<file path="config.mk">
export PLATFORM = sky130hd
export DESIGN_NAME = tmr_pair
export DESIGN_NICKNAME = d
export VERILOG_FILES = /design/src/rtl/tmr_pair_pkg.sv /design/src/rtl/tmr_sync_edge.sv /design/src/rtl/tmr_counter.sv /design/src/rtl/tmr_unit.sv /design/src/rtl/tmr_pair.sv
export SDC_FILE = /design/constraint.sdc
export NUM_CORES = 1
export LEC_CHECK = 0
export BUFFER_PORTS_ARGS = -buffer_cell sky130_fd_sc_hd__buf_2
export CAP_MARGIN = 20
export CORE_UTILIZATION = 38
export CTS_CLUSTER_SIZE = 20
export DETAILED_ROUTE_END_ITERATION = 10
export PLACE_DENSITY_LB_ADDON = 0.1
export SLEW_MARGIN = 15
export SYNTH_ARGS = -nofsm -noshare
export SYNTH_HDL_FRONTEND = slang
export SYNTH_HIERARCHICAL = 1
export SYNTH_SLANG_ARGS = --single-unit
</file>
<file path="constraint.sdc">
create_clock -name clk -period 7.39 [get_ports clk]
set_input_delay 1.1085 -clock clk [delete_from_list [all_inputs] [get_ports clk]]
set_output_delay 1.1085 -clock clk [all_outputs]
set_load 0.1 [all_outputs]
</file>
<file path="src/rtl/tmr_pair_pkg.sv">
// Shared encodings and types for the trigger-synchronized timer pair.
// Assumes the control register layout below is fixed by software.
package tmr_pair_pkg;

    localparam int ADDR_W = 3;
    localparam int CTRL_W = 13;

    typedef enum logic [ADDR_W-1:0] {
        REG_CTRL = 3'd0,
        REG_CNT  = 3'd1,
        REG_ARR  = 3'd2,
        REG_EVT  = 3'd3,
        REG_STAT = 3'd4
    } reg_addr_e;

    localparam logic [2:0] MMS_ENABLE  = 3'b001;
    localparam logic [2:0] SMS_TRIGGER = 3'b110;
    localparam logic [4:0] TS_ITR0     = 5'b00000;
    localparam logic [4:0] TS_EXT1     = 5'b00100;

    // Control register: bit 12 delay, 11:7 trigger select, 6:4 slave mode,
    // 3:1 master mode, 0 run.
    typedef struct packed {
        logic       msm;
        logic [4:0] ts;
        logic [2:0] sms;
        logic [2:0] mms;
        logic       cen;
    } tmr_ctrl_t;

endpackage

</file>
<file path="src/rtl/tmr_sync_edge.sv">
// Brings an asynchronous pin into the clock domain through STAGES flops and
// flags a rising edge of the synchronized level for one cycle.
// Assumes STAGES >= 2.
module tmr_sync_edge #(
    parameter int STAGES = 2
) (
    input  logic clk,
    input  logic rst_n,
    input  logic din,
    output logic rise
);

    logic [STAGES:0] chain;

    // Shift the pin through the synchronizer and one extra history flop.
    always_ff @(posedge clk) begin
        if (!rst_n) chain <= '0;
        else        chain <= {chain[STAGES-1:0], din};
    end

    // Rising edge on the last synchronizer stage.
    assign rise = chain[STAGES-1] & ~chain[STAGES];

endmodule

</file>
<file path="src/rtl/tmr_counter.sv">
// Up-counter with load, clear and wrap at a reload value.
// Assumes load has priority over clear, and clear over stepping.
module tmr_counter #(
    parameter int CNT_W = 16
) (
    input  logic             clk,
    input  logic             rst_n,
    input  logic             load_en,
    input  logic [CNT_W-1:0] load_val,
    input  logic             clear,
    input  logic             step,
    input  logic [CNT_W-1:0] arr,
    output logic [CNT_W-1:0] cnt
);

    // Count register update with software overrides.
    always_ff @(posedge clk) begin
        if (!rst_n)       cnt <= '0;
        else if (load_en) cnt <= load_val;
        else if (clear)   cnt <= '0;
        else if (step)    cnt <= (cnt == arr) ? '0 : cnt + 1'b1;
    end

endmodule

</file>
<file path="src/rtl/tmr_unit.sv">
// One timer: control, reload and status registers, trigger selection,
// trigger-mode arming and the optional one-clock start delay.
// Assumes DATA_W covers both CNT_W and the control register width.
module tmr_unit
    import tmr_pair_pkg::*;
#(
    parameter int CNT_W  = 16,
    parameter int DATA_W = 16
) (
    input  logic              clk,
    input  logic              rst_n,
    input  logic              ext_rise,
    input  logic              itr,
    input  logic              wr_en,
    input  logic [ADDR_W-1:0] wr_addr,
    input  logic [DATA_W-1:0] wr_data,
    output logic [CNT_W-1:0]  cnt,
    output logic              flag,
    output logic              trgo,
    output tmr_ctrl_t         ctrl
);

    tmr_ctrl_t        ctrl_q;
    logic [CNT_W-1:0] arr_q;
    logic             cen_d, evt_d, itr_q;
    logic             src_rise, trig_evt, flag_evt, count_step;
    logic             wr_ctrl, wr_cnt, wr_arr, wr_evt, wr_stat;

    assign wr_ctrl = wr_en && (wr_addr == REG_CTRL);
    assign wr_cnt  = wr_en && (wr_addr == REG_CNT);
    assign wr_arr  = wr_en && (wr_addr == REG_ARR);
    assign wr_evt  = wr_en && (wr_addr == REG_EVT);
    assign wr_stat = wr_en && (wr_addr == REG_STAT);

    // Pick the trigger source edge named by the trigger-select field.
    always_comb begin
        if (ctrl_q.ts == TS_EXT1)      src_rise = ext_rise;
        else if (ctrl_q.ts == TS_ITR0) src_rise = itr & ~itr_q;
        else                           src_rise = 1'b0;
    end

    assign trig_evt   = (ctrl_q.sms == SMS_TRIGGER) && src_rise;
    assign flag_evt   = ctrl_q.msm ? evt_d : trig_evt;
    assign count_step = ctrl_q.msm ? cen_d : ctrl_q.cen;

    // Control register; a trigger in trigger mode sets the run bit.
    always_ff @(posedge clk) begin
        if (!rst_n) begin
            ctrl_q <= '0;
        end else begin
            if (wr_ctrl)  ctrl_q     <= tmr_ctrl_t'(wr_data[CTRL_W-1:0]);
            if (trig_evt) ctrl_q.cen <= 1'b1;
        end
    end

    // Reload register, all ones out of reset.
    always_ff @(posedge clk) begin
        if (!rst_n)      arr_q <= '1;
        else if (wr_arr) arr_q <= wr_data[CNT_W-1:0];
    end

    // Delay stages for the master/slave start and the internal trigger edge.
    always_ff @(posedge clk) begin
        if (!rst_n) begin
            cen_d <= 1'b0;
            evt_d <= 1'b0;
            itr_q <= 1'b0;
        end else begin
            cen_d <= ctrl_q.cen;
            evt_d <= trig_evt;
            itr_q <= itr;
        end
    end

    // Trigger flag: set on trigger, cleared by writing 0 to bit 0.
    always_ff @(posedge clk) begin
        if (!rst_n)                      flag <= 1'b0;
        else if (flag_evt)               flag <= 1'b1;
        else if (wr_stat && !wr_data[0]) flag <= 1'b0;
    end

    tmr_counter #(.CNT_W(CNT_W)) u_cnt (
        .clk      (clk),
        .rst_n    (rst_n),
        .load_en  (wr_cnt),
        .load_val (wr_data[CNT_W-1:0]),
        .clear    (wr_evt && wr_data[0]),
        .step     (count_step),
        .arr      (arr_q),
        .cnt      (cnt)
    );

    assign trgo = (ctrl_q.mms == MMS_ENABLE) && ctrl_q.cen;
    assign ctrl = ctrl_q;

endmodule

</file>
<file path="src/rtl/tmr_pair.sv">
// Master/slave timer pair: unit 0 is the master, unit 1 the slave. Each
// unit's internal trigger 0 is the other unit's trigger output.
// Assumes DATA_W >= CNT_W and DATA_W >= 13.
module tmr_pair
    import tmr_pair_pkg::*;
#(
    parameter int CNT_W       = 16,
    parameter int DATA_W      = 16,
    parameter int SYNC_STAGES = 2
) (
    input  logic              clk,
    input  logic              rst_n,
    input  logic              ext_in,
    input  logic              wr_en,
    input  logic              wr_unit,
    input  logic [ADDR_W-1:0] wr_addr,
    input  logic [DATA_W-1:0] wr_data,
    output logic [CNT_W-1:0]  mst_cnt,
    output logic [CNT_W-1:0]  slv_cnt,
    output logic              mst_flag,
    output logic              slv_flag,
    output logic              mst_trgo,
    output logic              slv_trgo
);

    localparam int NUM_UNITS = 2;

    logic             ext_rise;
    logic [CNT_W-1:0] unit_cnt  [NUM_UNITS];
    logic             unit_flag [NUM_UNITS];
    logic             unit_trgo [NUM_UNITS];
    tmr_ctrl_t        unit_ctrl [NUM_UNITS];

    tmr_sync_edge #(.STAGES(SYNC_STAGES)) u_sync (
        .clk   (clk),
        .rst_n (rst_n),
        .din   (ext_in),
        .rise  (ext_rise)
    );

    for (genvar g = 0; g < NUM_UNITS; g++) begin : g_unit
        tmr_unit #(.CNT_W(CNT_W), .DATA_W(DATA_W)) u_tmr (
            .clk      (clk),
            .rst_n    (rst_n),
            .ext_rise (ext_rise),
            .itr      (unit_trgo[NUM_UNITS-1-g]),
            .wr_en    (wr_en && (wr_unit == 1'(g))),
            .wr_addr  (wr_addr),
            .wr_data  (wr_data),
            .cnt      (unit_cnt[g]),
            .flag     (unit_flag[g]),
            .trgo     (unit_trgo[g]),
            .ctrl     (unit_ctrl[g])
        );
    end

    assign mst_cnt  = unit_cnt[0];
    assign slv_cnt  = unit_cnt[1];
    assign mst_flag = unit_flag[0];
    assign slv_flag = unit_flag[1];
    assign mst_trgo = unit_trgo[0];
    assign slv_trgo = unit_trgo[1];

endmodule

</file>
Word-level counts from Yosys, hierarchy flattened
Index checks and enable logic that the tools add are counted.
- add/subtract/negate cells: 2
- equal/unequal tests: 12
- multiplexer cells: 24
- bitwise logic cells: 7
- reductions and logical operators: 30
- operators with widths (kind ; number):
    $mux 16 ; 8
    $add 16x1->16 const B ; 2
    $eq 16x16->1 ; 2
    $logic_and 1x1->1 ; 20
    $mux 1 ; 16
    $eq 5x3->1 const B ; 2
    $logic_not 5->1 ; 2
    $eq 3x1->1 const B ; 3
    $eq 3x3->1 const B ; 3
    $reduce_bool 2->1 ; 4
    $eq 3x2->1 const B ; 2
    $reduce_bool 3->1 ; 2
    $not 1->1 ; 4
    $and 1x1->1 ; 3
    $logic_not 3->1 ; 1
    $logic_not 1->1 ; 1
- register bits: 101
- input bits: 24
- output and inout bits: 36
- word-level logic and storage cells: 98

Depth between registers and ports, before layout
- depth in word-level cells: 8
- mapped depth: 8
- depth with buffers taken out: 7

Cells and area by module
The synthesis kept the hierarchy.
- modules (own cells, without submodules) (module ; times used ; cells each ; area each (µm²) ; sequential area each (µm²)):
    tmr_counter ; 2 ; 161 ; 1322.5 ; 320.3
    tmr_unit ; 2 ; 151 ; 1258.7 ; 660.6
    tmr_sync_edge ; 1 ; 7 ; 92.6 ; 60.1
    tmr_pair ; 1 ; 2 ; 16.3 ; 0.0

Worst setup path after synthesis
No wires, ideal clock.
- path kind: flip-flop to output port
- start point: register g_unit[0].u_tmr.ctrl_q (netlist bit g_unit[0].u_tmr/ctrl[1])
- end point: output mst_trgo
- arrival time: 3.320 ns
- data required time: 6.281 ns
- setup slack: 2.962 ns
- stages on the path, launching flop included: 2
- buffers on the path: 0
- cells stage by stage: dfxtp_1 nor4bb_1
- cells in the longest elaborated chain, start to end: 2
- RTL lines (what ; RTL line ; RTL):
    from (decl) ; tmr_unit.sv:23 ; tmr_ctrl_t ctrl_q;
    from (signal assigned) ; tmr_unit.sv:51 ; if (wr_ctrl) ctrl_q <= tmr_ctrl_t'(wr_data[CTRL_W-1:0]);
    $eq 3x1->1 ; tmr_unit.sv:93 ; assign trgo = (ctrl_q.mms == MMS_ENABLE) && ctrl_q.cen;
    $logic_and 1x1->1 ; tmr_unit.sv:93 ;
    to (decl) ; tmr_pair.sv:22 ; output logic mst_trgo,
No other way between the ends.

Final worst setup path
- start point: input wr_unit
- end point: register g_unit[0].u_tmr.u_cnt.cnt[8]
- elaborated cells between the ends (all ways): 8
- classes of those cells: 2 x mux; 1 x bitwise; 5 x reduce/logical
- RTL lines (what ; RTL line ; RTL):
    from (decl) ; tmr_pair.sv:15 ; input logic wr_unit,
    $not 1->1 * ; tmr_pair.sv:47 ; .wr_en (wr_en && (wr_unit == 1'(g))),
    $logic_and 1x1->1 * ; tmr_pair.sv:47 ;
    $logic_and 1x1->1 * ; tmr_unit.sv:30 ; assign wr_cnt = wr_en && (wr_addr == REG_CNT);
    net g_unit[0].u_tmr.wr_cnt ; tmr_unit.sv:27 ; logic wr_ctrl, wr_cnt, wr_arr, wr_evt, wr_stat;
    $reduce_bool 3->1 (no line) / $mux 16 (equally long branches) ; - ;
    to (signal assigned) ; tmr_counter.sv:19 ; else if (load_en) cnt <= load_val;
    to (signal assigned) ; tmr_counter.sv:21 ; else if (step) cnt <= (cnt == arr) ? '0 : cnt + 1'b1;
    to (decl) ; tmr_counter.sv:13 ; output logic [CNT_W-1:0] cnt
The timed path passes the listed nets; every way through them passes the cells marked *.
A chain may end at the register's enable or synchronous reset.

==> impl_metrics.toml <==
[grt]
overflow = 0
grt_pass1_wl_microns = 24320
grt_usage_pct = 21.89
grt_start_max_net_pins = 70
grt_pass1_vias = 4463
antenna_found_initial = 0

[power]
leakagePower_nw = 2.348
ir_drop_mv = 0.2093
cellPowerDensity_nw_per_um2 = 204.8

[yosys]
syn_area_sq_um = 5271
ys_seq_area_share_pct = 38.36
async_reset_ff_share_pct = 0
syn_area_per_cell_sq_um = 8.327
ys.flop_type = "dfxtp_1"
yosys_warnings = 6
synth_edf_count = 0
synth_cell_types = 63
synth_cells = 633
ys_ff_latch = 101
syn_nets = 659

[final_layout]
drive_gt1_share_pct = 16.42
area_growth_pct = 12.72
fin_nets = 697
diodes = 0
postLayoutCoreUtil_pct = 44.34

[detailed_routing]
met1_length_microns = 6639
wl_met3_microns = 1001
ant_nets = 0
totalWireLength_microns = 15210
dr.max_layer_used = "met4"
drc = 0
wl_per_cell_microns = 17.85
dr_wl_met2_microns = 7294
via_per_inst = 5.662
drt-initial-drc-count = 418
dr_total_vias = 4824
firstDrtPassIters = 6

[cts]
clk_pin_slew_worst_paths_ps = 70
cts_setup_buffers = 0
cts_max_path_buffers = 2
cts.htree.levels = 3
post_cts_resized = 0
cts_inserted_buffers = 9
insertion_delay_ps = 350
cts_tree = "done"
root_buffer = "clkbuf_16"
clkSinkCount = 101
postCtsHoldBufs = 0

[floorplan]
dieArea_sq_um = 14350
initial_core_util_pct = 39.34
io_pins = 60
die_w_microns = 119.8
dieHeight_microns = 119.8
num_rows = 42
coreArea_sq_um = 13400

[sta]
clock_skew_ps = 3.478
rsz0062_at_grt = "no"
slew_viol_final = 0
min_period_ps = 3130
slew_headroom_pct = 29.82
min_period_over_period_pct = 42.36
clock.fmax_mhz = 319.4
setup_tns_ps = 0
worstMarginPinSlew_ps = 1050
setup_viol = 0
hold_viol = 0

[place]
io_buffers = 59
hpwl_microns = 10170
gp_congestion = 0.8191

[worst_setup_path]
crit_fanout = 23
max_stage_delay_ps = 550
endpoint_kind = "flop"
crit_path_cell_trace = "buf_2, and2b_2, nor4bb_4, buf_4, nor2_1, nand2_1, o21ai_0, a21o_1, o32ai_1"
cpMaxStageDelayCell = "nand2_1"
cp.required_ps = 7650
critPathArrivalTime_ps = 3390
critical_path_class = "in -> reg"
cp-start-kind = "primary input"

[outcome]
status = "completed"

[flow_run]
cap_viol_max_count = 0

[hold_path]
worstHoldPathType = "reg -> reg"
==> cells in the final DEF (no fill, tap or decap), drive strengths merged, types with 5 or more instances in the layout <==
| master | count |
|---|---|
| and4 | 6 |
| xnor2 | 40 |
| nand3 | 50 |
| nor3 | 6 |
| o221ai | 6 |
| and2 | 10 |
| o21ai | 16 |
| and3 | 6 |
| nor4bb | 8 |
| a21oi | 46 |
| clkinv | 5 |
| nor2 | 20 |
| nand2 | 152 |
| o211ai | 8 |
| clkbuf | 10 |
| a31oi | 14 |
| dfxtp | 101 |
| nand4 | 12 |
| inv | 8 |
| buf | 65 |
==> cells in the mapped netlist (4+ instances only) <==
cell type  instances  area, sq um
nand2_1          152        570.6
dfxtp_1          101         2022
clkbuf_1          16        60.06
o221ai_1           6        52.55
a22oi_1            4        30.03
nor4bb_1           8        80.08
nor2_1            20        75.07
xnor2_1           38        332.8
o32ai_1            4        35.03
a41o_1             4        40.04
inv_1              8        30.03
o21ai_0           16        80.08
a21o_1             4        30.03
a21oi_1           46        230.2
a31oi_1           14        87.58
a22o_1             4        35.03
a311oi_1           4        35.03
nor3b_1            4        30.03
o211ai_1           8        60.06
nand3b_1           4        30.03
buf_6              8        90.09
nand4_1           12        75.07
mux2i_1            4        40.04
and3_1             6        37.54
nor4_4             4        85.08
and2_1             9        56.30
nand3_1           46        230.2
and4_1             6        52.55
buf_2              8        40.04
==> per-layer routing <==
layer | global-route usage [%] | vias to the layer above
li1 | - | 2342
met1 | 28.10 | 2307
met2 | 35.26 | 159
met3 | 6.464 | 16
met4 | 6.641 | 0
met5 | 0 | -
==> cells by family (layout without fill, tap and decap cells) <==
kind of cell	Yosys count	count (layout)	synth area share, %
AO/OA/AOI/OAI	138	138	17.33
XOR/XNOR	42	42	7.263
adder cells (fa/ha/maj)	2	2	0.4746
multiplexers	6	6	1.187
AND/OR/NAND/NOR	296	296	30.45
buffers and inverters	48	91	4.937
flip-flops	101	101	38.36
==> path summary, 6_finish.rpt <==
check                                             start                                         to  slack [ps]  cells past startpoint
setup / recovery                                wr_unit  g_unit[0].u_tmr/u_cnt/cnt[8]$_SDFFE_PN0P_        4260                      9
hold / removal               u_sync/chain[0]$_SDFF_PN0_                 u_sync/chain[1]$_SDFF_PN0_         450                      1
setup reg to reg  g_unit[1].u_tmr/ctrl[12]$_SDFFE_PN0P_  g_unit[1].u_tmr/u_cnt/cnt[7]$_SDFFE_PN0P_        5300                      5
hold reg to reg              u_sync/chain[0]$_SDFF_PN0_                 u_sync/chain[1]$_SDFF_PN0_         450                      1
==> registers in the layout, summed over array words and instances, names as in the netlist <==
register,flops
g_unit.u_tmr/evt_d,2
u_sync/chain,3
g_unit.u_tmr/itr_q,2
g_unit.u_tmr/ctrl,26
g_unit.u_tmr/flag,2
g_unit.u_tmr/arr_q,32
g_unit.u_tmr/u_cnt/cnt,32
g_unit.u_tmr/cen_d,2
==> critical path: cells and delay by family <==
kind                   cells  cell delay (ps)
AO/OA/AOI/OAI              3              570
AND/OR/NAND/NOR            4             1290
buffers and inverters      2              420
==> power by group <==
part           switching, mW  internal (mW)
clock                  0.215          0.262
sequential            0.0226          0.558
combinational          0.117         0.0412
==> metrics by stage <==
stage / hold slack [ps] / area [sq um] / setup slack, ps / cells / total power [mW]
2_1_floorplan: 411.8 / 5271 / 2962 / 633 / 0.7021
3_3_place_gp: 417.7 / 5644 / 3993 / 835 / 0.7506
3_5_place_dp: 430.9 / 5644 / 3890 / 835 / 0.7520
4_1_cts: 442.7 / 5937 / 4277 / 851 / 1.233
5_1_grt: 461.7 / 5942 / 4097 / 852 / 1.266
6_report: 449.5 / 5942 / 4260 / 852 / 1.217
==> cell type report <==
type	instances	area, sq um
timing repair buffer	65	337.8
multi-input combinational	484	3032
sequential	101	2022
fill	1338	7458
clock buffer	10	229.0
clock inverter	6	63.81
inverter	10	37.54
tap	176	220.2
(Power assumes the default switching activity.)
